===== src/rtl/prebias_sink_stepper.sv =====
module prebias_sink_stepper #(
  parameter int STEP_TICKS     = 32,
  parameter int STEPS          = 4,
  parameter int HANDOVER_TICKS = 4096,
  localparam int CODE_W = $clog2(STEPS),
  localparam int STEP_W = $clog2(STEP_TICKS),
  localparam int RAMP_W = CODE_W + STEP_W,
  localparam int HO_W   = $clog2(HANDOVER_TICKS)
) (
  input  logic              clk,
  input  logic              rst_n,
  input  logic              en,
  input  logic              mode_prebias,
  input  logic              fb_above_ss,
  input  logic              fb_pgood,
  input  logic              cyc_tick,
  output logic              sw_en,
  output logic              ls_first,
  output logic [CODE_W-1:0] sink_code,
  output logic              prebias_mode
);
  localparam logic [CODE_W-1:0] CODE_TOP = CODE_W'(STEPS - 1);
  localparam logic [HO_W-1:0]   HO_LAST  = HO_W'(HANDOVER_TICKS - 1);

  typedef enum logic [1:0] {S_OFF, S_WAIT, S_RUN} st_t;

  st_t              st;
  logic             en_q, mode_q, first_q;
  logic [RAMP_W-1:0] ramp;
  logic [HO_W-1:0]  ho_cnt;

  assign sw_en        = (st == S_RUN);
  assign ls_first     = first_q;
  assign sink_code    = ramp[RAMP_W-1:STEP_W];
  assign prebias_mode = mode_q;

  always_ff @(posedge clk) begin
    if (!rst_n) begin
      st <= S_OFF; en_q <= 1'b0; mode_q <= 1'b0; first_q <= 1'b0;
      ramp <= '0; ho_cnt <= '0;
    end else begin
      en_q <= en;
      if (!en) begin
        st <= S_OFF; mode_q <= 1'b0; first_q <= 1'b0; ramp <= '0; ho_cnt <= '0;
      end else if (!en_q) begin
        mode_q  <= mode_prebias;
        st      <= mode_prebias ? S_WAIT : S_RUN;
        first_q <= !mode_prebias;
        ramp    <= '0;
        ho_cnt  <= '0;
      end else begin
        case (st)
          S_WAIT: if (fb_above_ss) begin
            st <= S_RUN;
            first_q <= 1'b1;
          end
          S_RUN: begin
            if (cyc_tick) begin
              first_q <= 1'b0;
              if (sink_code != CODE_TOP) ramp <= ramp + 1'b1;
            end
            if (mode_q) begin
              if (!fb_pgood) ho_cnt <= '0;
              else if (cyc_tick) begin
                if (ho_cnt == HO_LAST) begin
                  mode_q <= 1'b0;
                  ho_cnt <= '0;
                end else ho_cnt <= ho_cnt + 1'b1;
              end
            end
          end
          default: st <= S_OFF;
        endcase
      end
    end
  end
endmodule


===== config.mk =====
export PLATFORM = sky130hd
export DESIGN_NAME = prebias_sink_stepper
export DESIGN_NICKNAME = d
export VERILOG_FILES = /design/src/rtl/prebias_sink_stepper.sv
export SDC_FILE = /design/constraint.sdc
export NUM_CORES = 1
export LEC_CHECK = 0
export BUFFER_PORTS_ARGS = -buffer_cell sky130_fd_sc_hd__buf_2
export CAP_MARGIN = 20
export CELL_PAD_IN_SITES_DETAIL_PLACEMENT = 0
export CELL_PAD_IN_SITES_GLOBAL_PLACEMENT = 1
export CORE_MARGIN = 2
export CORE_UTILIZATION = 32
export DETAILED_ROUTE_END_ITERATION = 10
export MAX_ROUTING_LAYER = met4
export PLACE_DENSITY = 0.65
export SKIP_CTS_REPAIR_TIMING = 1
export SLEW_MARGIN = 30
export SYNTH_ARGS = -nofsm -noshare
export SYNTH_HDL_FRONTEND = slang
export SYNTH_SLANG_ARGS = --single-unit

===== constraint.sdc =====
create_clock -name clk -period 3.7 [get_ports clk]
set_input_delay 0.74 -clock clk [delete_from_list [all_inputs] [get_ports clk]]
set_output_delay 0.74 -clock clk [all_outputs]
set_load 0.02 [all_outputs]

Yosys cells after proc, flatten, opt, wreduce, memory -nomap -nowiden
Index checks and enable logic that the tools add are counted.
{ "op_classes": {"add_sub_neg": 2, "eq_ne": 10, "mux": 17, "n_reduce_logical": 7} }
{ "op_table": {"columns": ["operator", "count"], "rows": [
  ["$mux 12", 3],
  ["$add 12x1->12 const B", 1],
  ["$eq 12x12->1 const B", 1],
  ["$reduce_and 3->1", 4],
  ["$mux 1", 9],
  ["$add 7x1->7 const B", 1],
  ["$mux 2", 3],
  ["$ne 2x2->1 const B", 3],
  ["$ne 3x3->1 const B", 2],
  ["$pmux 2 s2", 1],
  ["$reduce_and 2->1", 2],
  ["$ne 3x2->1 const B", 1],
  ["$eq 2x1->1 const B", 1],
  ["$eq 2x2->1 const B", 1],
  ["$ne 2x1->1 const B", 1],
  ["$pmux 1 s2", 1],
  ["$logic_not 1->1", 1]
]} }
{ "word_totals": {"ff_bits": 24, "inputBits": 7, "output_inout_bits": 5, "word_cells": 42} }

Logic depth before layout (Yosys ltp)
Gate-level depths: netlist (run 1).
{ "logic_depth": {"word_depth": 7, "depth_mapped": 6, "ltp_nobuf": 5} }

Worst setup path after synthesis (run 1)
OpenSTA, ideal clock, no wires.
{ "synth_timing": {"path_type": "input to register", "from": "input fb_pgood", "to": "register ho_cnt[11]", "setup_ns": 0.071, "arrival_ns": 1.974, "required_ns": 3.629, "path_slack_ns": 1.656, "stages": 5, "path_buffers": 1, "cell_sequence": "nor2b_4 buf_6 or3_4 or4_1 a21oi_1"} }
{ "synth_via": {"elab_chain_cells": 2, "elab_cells_between_ends": 3, "cone_classes": "1 x eq/ne; 1 x mux; 1 x reduce/logical"} }
{ "synth_lines": {"columns": ["element", "line_no", "text"], "rows": [
  ["start, declared", "15", "input logic fb_pgood,"],
  ["$ne 2x1->1 (no source line)", null, null],
  ["$reduce_and 3->1 (no source line)", null, null],
  ["end signal, assigned", "68", "end else ho_cnt <= ho_cnt + 1'b1;"],
  ["end, declared", "30", "logic [HO_W-1:0] ho_cnt;"]
]} }
Parallel ways exist; a longest one is shown, timed or not.
A chain may end at the register's enable or synchronous reset.

Worst setup path after layout (run 1)
{ "layout_timing": {"from": "register st[1]", "to": "output sw_en"} }
{ "layout_via": {"elab_chain_cells": 1} }
{ "layout_lines": {"columns": ["element", "line_no", "text"], "rows": [
  ["start, declared", "27", "st_t st;"],
  ["start signal, assigned", "47", "st <= mode_prebias ? S_WAIT : S_RUN;"],
  ["$eq 2x2->1", "32", "assign sw_en = (st == S_RUN);"],
  ["end, declared", "17", "output logic sw_en,"]
]} }
No other way between the ends.

==> flow_summary.yaml, run 1 <==
pwr:
  p_switching_w: 0.00009784
  comb_power_share: 0.046
  switching_share: 0.2048
  power.share.clock: 0.400
  power_w: 0.0004777
  max-vdd-ir-drop_v: 0.0001713
  seqPwrFrac: 0.553
  power_density_mw_per_mm2: 369.2
  total_leakage_power_nw: 0.4624
  p_int_w: 0.0003798
cells_and_area:
  final_cells: 191
  mostFrequentLayoutCells: "dfxtp_1 (24), nand2_1 (14), nor2_1 (14)"
  nets: 155
  fillers: 380
  multi_input_area_um2: 636.9
  diodes: 0
  ff_latch_area_um2: 480.5
  layout_commonest_cell: "dfxtp_1"
  drive_gt1_frac: 0.1379
  finish.utilization: 0.3788
  syn_to_final_growth_pct: 11.30
setup_path:
  rrSetupSlack_ns: 1.94
  critPathMaxFanout: 5
  r2r_start: "ho_cnt[0]$_SDFFE_PN0P_"
  crit_start: "st[1]$_SDFFE_PN0P_"
  cp-start-kind: "flop"
  crit_required_ns: 2.96
  cp-end-kind: "primary output"
  r2r_cells: 5
  worstReg2RegEnd: "ho_cnt[10]$_SDFFE_PN0P_"
  critPathKind: "reg2out"
  arrival_ns: 1.15
clock_tree:
  tritoncts_num_sinks: 24
  cts-htree-levels: 1
  clk_latency_ns: 0.32
  cts_max_path_buffers: 2
  cts_tree: "built"
  root_buffer: "clkbuf_4"
  numCtsBuffers: 3
  clk_transition_reported_paths_ns: 0.14
min_path:
  holdPathEnd: "ramp[1]$_SDFFE_PN0P_"
  min_path_cells: 2
  min_path_type: "reg2reg"
  hold_start: "ramp[1]$_SDFFE_PN0P_"
global_routing:
  grt_first_pass_wirelength_um: 3843
  grt_use_met1: 0.1649
  grt_antenna_before_repair: 0
  grt_usage: 0.1207
  grtUsageMet3: 0.01761
  grt_pass1_vias: 873
  use_met2: 0.1758
  grt.busiest_layer: "met2"
  gr-total-overflow: 0
  grt_max_degree: 15
placed_design:
  placed_cells_incl_taps: 187
  dp_hpwl_um: 1630
  io_buffer_count: 11
  gp_congestion: 0.7297
yosys:
  synthTopCellsByArea: "dfxtp_1 (41%), a21oi_1 (5.2%), nand2_1 (4.5%), nor2_1 (4.5%), xnor2_1 (4.5%)"
  syn_area_per_cell_um2: 8.610
  ys_warn_count: 0
  yosys.area.top_type: "dfxtp_1"
  mappedNetlistArea_mm2: 0.001162
  synth_cell_types: 36
  syn_nets: 144
  synth_seq_area_share: 0.4133
  synth_top_area_share: 0.4133
  async_flop_share: 0
  synth_ff_type: "dfxtp_1"
  synth_edf_count: 0
  synth_seq_cells: 24
  synthCells: 135
floorplan:
  die_w_um: 64.27
  die-area_mm2: 0.004131
  fp-row-count: 21
  ios: 12
  start_util: 0.3403
  die_h_um: 64.27
  core_area_mm2: 0.003416
routing:
  ant_nets: 0
  wl_per_cell_um: 11.10
  vias: 922
  dr.pass1.iters: 4
  wirelength_um: 2120
  viasPerCell: 4.827
  drt-initial-drc-count: 29
  post-route-drc-count: 0
timing:
  report.final.setup_viol: 0
  drv_slew: 0
  setup_tns_ns: 0
  hold_viol: 0
  holdWs_ns: 0.4838
  min_period_ns: 1.890
  max_freq_mhz: 529.0
  rsz0062_at_grt: "false"
  finalCritPeriodShare: 0.5109
  tightest_slew_ns: 0.3748
  slew_headroom: 0.7494
  skew_ns: 0.006839
flow_run:
  max_cap_violations: 0
run_status:
  outcome: "complete, no violations"
==> sequential cells by signal (all words and copies together) (netlist names) <==
signal	cells
en_q	1
ho_cnt	12
ls_first	1
prebias_mode	1
ramp	7
st	2
==> cells by family (layout without fill, tap and decap cells) <==
| logic type | count (synthesis) | in the layout | synth area share |
|---|---|---|---|
| simple gates | 66 | 66 | 0.3197 |
| compound gates | 24 | 24 | 0.1238 |
| flops | 24 | 24 | 0.4133 |
| xor+xnor | 11 | 11 | 0.08288 |
| buf+inv | 8 | 18 | 0.03875 |
| fa+ha+maj | 2 | 2 | 0.02153 |
==> stage by stage <==
stage / cell area [um^2] / setup slack (ns)
floorplan: 1162 / 1.656
global placement: 1241 / 1.556
detailed placement: 1241 / 1.529
CTS: 1294 / 1.787
global route: 1294 / 1.718
finish: 1294 / 1.810
==> how the worst max path moves through the flow <==
stage	cells after the start	to	slack, ns
6_report	2	sw_en	1.81
5_1_grt	2	sw_en	1.72
4_1_cts	2	sw_en	1.79
3_5_place_dp	5	ho_cnt[11]$_SDFFE_PN0P_	1.53
3_3_place_gp	5	ho_cnt[11]$_SDFFE_PN0P_	1.56
2_1_floorplan	5	ho_cnt[11]$_SDFFE_PN0P_	1.66
==> synth_stat cells, types with 2 or more instances <==
cell type  count
or4_1          3
a21o_1         2
xor2_1         5
a21oi_1       12
clkbuf_1       2
inv_1          3
nor2b_1        4
nor4_1         2
nor2_1        14
dfxtp_1       24
nor3_1         2
xnor2_1        6
o31ai_1        2
or3_1          2
nand3_1        7
o21ai_0        4
ha_1           2
nand2_1       14
nand4_1        4
nand4b_1       2
and3_1         2
and2_1         2
buf_4          2
==> power groups by stage <==
stage               registers (W)  logic (W)  clock network (W)
CTS                      0.000264  0.0000224           0.000198
floorplan                0.000270  0.0000140                  0
finish                   0.000264  0.0000222           0.000191
global placement         0.000270  0.0000221                  0
global route             0.000265  0.0000251           0.000208
detailed placement       0.000270  0.0000223                  0
==> critical path: stages, from the launching register on <==
cell and delay [ns]:
dfxtp_1 0.45, nor2b_1 0.20, buf_2 0.19
==> metal layers <==
| layer | routed length [um] | up-vias |
|---|---|---|
| li1 | - | 492 |
| met1 | 1100 | 408 |
| met2 | 894 | 17 |
| met3 | 83 | 5 |
| met4 | 42 | 0 |
| met5 | 0 | - |
==> area by class of cell <==
cell class | instances | area share
multi-input combinational | 103 | 0.4923
sequential | 24 | 0.3714
tap | 46 | 0.04449
timing repair buffer | 11 | 0.04255
clock inverter | 1 | 0.02321
clock buffer | 3 | 0.01741
inverter | 3 | 0.008704
Note: power is estimated with default switching activity, not from simulation.
==> run 2, diff against run 1 <==
--- a/config.mk
+++ b/config.mk
@@ -13,7 +13,7 @@
 export CORE_UTILIZATION = 32
 export DETAILED_ROUTE_END_ITERATION = 10
 export MAX_ROUTING_LAYER = met4
-export PLACE_DENSITY = 0.65
+export PLACE_DENSITY = 0.68
 export SKIP_CTS_REPAIR_TIMING = 1
 export SLEW_MARGIN = 30
 export SYNTH_ARGS = -nofsm -noshare
==> constraint.sdc (replaced) <==
create_clock -name clk -period 1.55 [get_ports clk]
set_input_delay 0.31 -clock clk [delete_from_list [all_inputs] [get_ports clk]]
set_output_delay 0.31 -clock clk [all_outputs]
set_load 0.02 [all_outputs]
==> run 2 against run 1 <==
Net effect:
- worst setup slack worse by 1.8 ns
- sequential cell count unchanged
- sequential power rose by 140%
- final area rose by 16%
- count of clock-buffer cells in the layout grew 1
- clock power grew 69%
- utilization up 6.0 points
- critical path type is now reg2reg
==> flow_summary.yaml, run 2 (synthesized netlist as in run 1, its figures left out) <==
timing:
  slew_headroom: 0.7660
  rsz0062_at_grt: "true"
  hold_viol: 0
  tightest_slew_ns: 0.3478
  min_period_ns: 1.533
  skew_ns: 0.008364
  holdWs_ns: 0.2334
  max_freq_mhz: 652.5
  drv_slew: 0
  report.final.setup_viol: 0
  finalCritPeriodShare: 0.9888
clock_tree:
  cts-htree-levels: 1
  cts_tree: "built"
  clk_latency_ns: 0.31
  numCtsBuffers: 3
  cts_max_path_buffers: 2
  clk_transition_reported_paths_ns: 0.13
  tritoncts_num_sinks: 24
  root_buffer: "clkbuf_4"
flow_run:
  max_cap_violations: 0
setup_path:
  cp-start-kind: "flop"
  cp-end-kind: "flop"
  cp_top_family: "simple AND/OR/NAND/NOR gates"
  crit_required_ns: 1.81
  arrival_ns: 1.79
  critPathKind: "reg2reg"
  cp_cell_sequence: "ha_4 > nand3_4 > or3_4 > or4_4 > a21oi_2"
  cpPeakStageDelay_ns: 0.42
  critPathMaxFanout: 4
  cpMaxStageDelayCell: "or4_4"
  crit_buf_inv: 0
routing:
  wl_per_cell_um: 11.99
  dr.pass1.iters: 4
  wirelength_um: 2506
  ant_nets: 0
  drt-initial-drc-count: 45
  vias: 1021
  post-route-drc-count: 0
  viasPerCell: 4.885
global_routing:
  grt_usage: 0.1348
  grt_antenna_before_repair: 0
  grt_pass1_vias: 1023
  grt_first_pass_wirelength_um: 4284
  gr-total-overflow: 0
  grt_max_degree: 14
cells_and_area:
  largest-register: "ho_cnt"
  largest_reg_flops: 12
  drive_gt1_frac: 0.3252
  mostFrequentLayoutCells: "dfxtp_1 (17), buf_4 (17), nand2_1 (14), nor2_1 (14), buf_2 (11)"
  syn_to_final_growth_pct: 28.96
  nets: 173
  diodes: 0
  top_regs: "ho_cnt x12, ramp x7, st x2"
floorplan:
  core_area_mm2: 0.003416
  die_h_um: 64.27
  start_util: 0.3403
  die_w_um: 64.27
  die-area_mm2: 0.004131
  ios: 12
  fp-row-count: 21
pwr:
  max-vdd-ir-drop_v: 0.0004279
  power_density_mw_per_mm2: 672.7
  power_w: 0.001008
  total_leakage_power_nw: 0.5575
placed_design:
  io_buffer_count: 11
  gp_congestion: 0.8244
  dp_hpwl_um: 1870
min_path:
  min_path_type: "in2reg"
run_status:
  outcome: "complete, no violations"
[run 2: per-stage QoR]
step	setup slack (ns)	TNS (ns)	area [um^2]	utilization	std cells
2_1_floorplan	0.02493	0	1194	-	135
3_3_place_gp	0.03934	0	1405	0.4114	203
3_5_place_dp	0.003560	0	1405	0.4114	203
4_1_cts	-0.02993	-0.02993	1441	0.4220	207
5_1_grt	-0.03784	-0.1156	1499	0.4388	209
6_report	0.01735	0	1499	0.4388	209
[run 2: where the power goes]
part | total (W) | switching (W) | internal (W)
registers | 0.000621 | 0.00000719 | 0.000614
clock network | 0.000322 | 0.000178 | 0.000144
logic | 0.0000653 | 0.0000348 | 0.0000305
[run 2: layout make-up]
class                           instances  area [um^2]
Inverter                                3        11.26
Clock buffer                            4        36.28
Sequential cell                        24        504.2
Timing Repair Buffer                   29        202.7
Tap cell                               46        57.56
Multi-Input combinational cell        103        686.9
Fill cell                             354         1917
[run 2: routing by layer]
metal	routed length, um	track usage	up-vias
met3	72	0.04225	2
met5	0	-	-
met2	1233	0.2331	10
met4	18	0.02394	0
met1	1182	0.1550	482
li1	-	-	527
[run 2: final timing paths]
kind                          start                 endpoint  slack [ns]  depth (start not counted)
min reg2reg    ramp[1]$_SDFFE_PN0P_     ramp[1]$_SDFFE_PN0P_        0.48                          2
max          ho_cnt[0]$_SDFFE_PN0P_  ho_cnt[10]$_SDFFE_PN0P_        0.02                          5
min                     fb_above_ss       st[1]$_SDFFE_PN0P_        0.23                          3
max reg2reg  ho_cnt[0]$_SDFFE_PN0P_  ho_cnt[10]$_SDFFE_PN0P_        0.02                          5
[run 2: worst reg2reg max path, cell delays in order, from the launching register on]
cell,delay (ns)
dfxtp_4,0.39
ha_4,0.14
nand3_4,0.07
or3_4,0.33
or4_4,0.42
a21oi_2,0.13
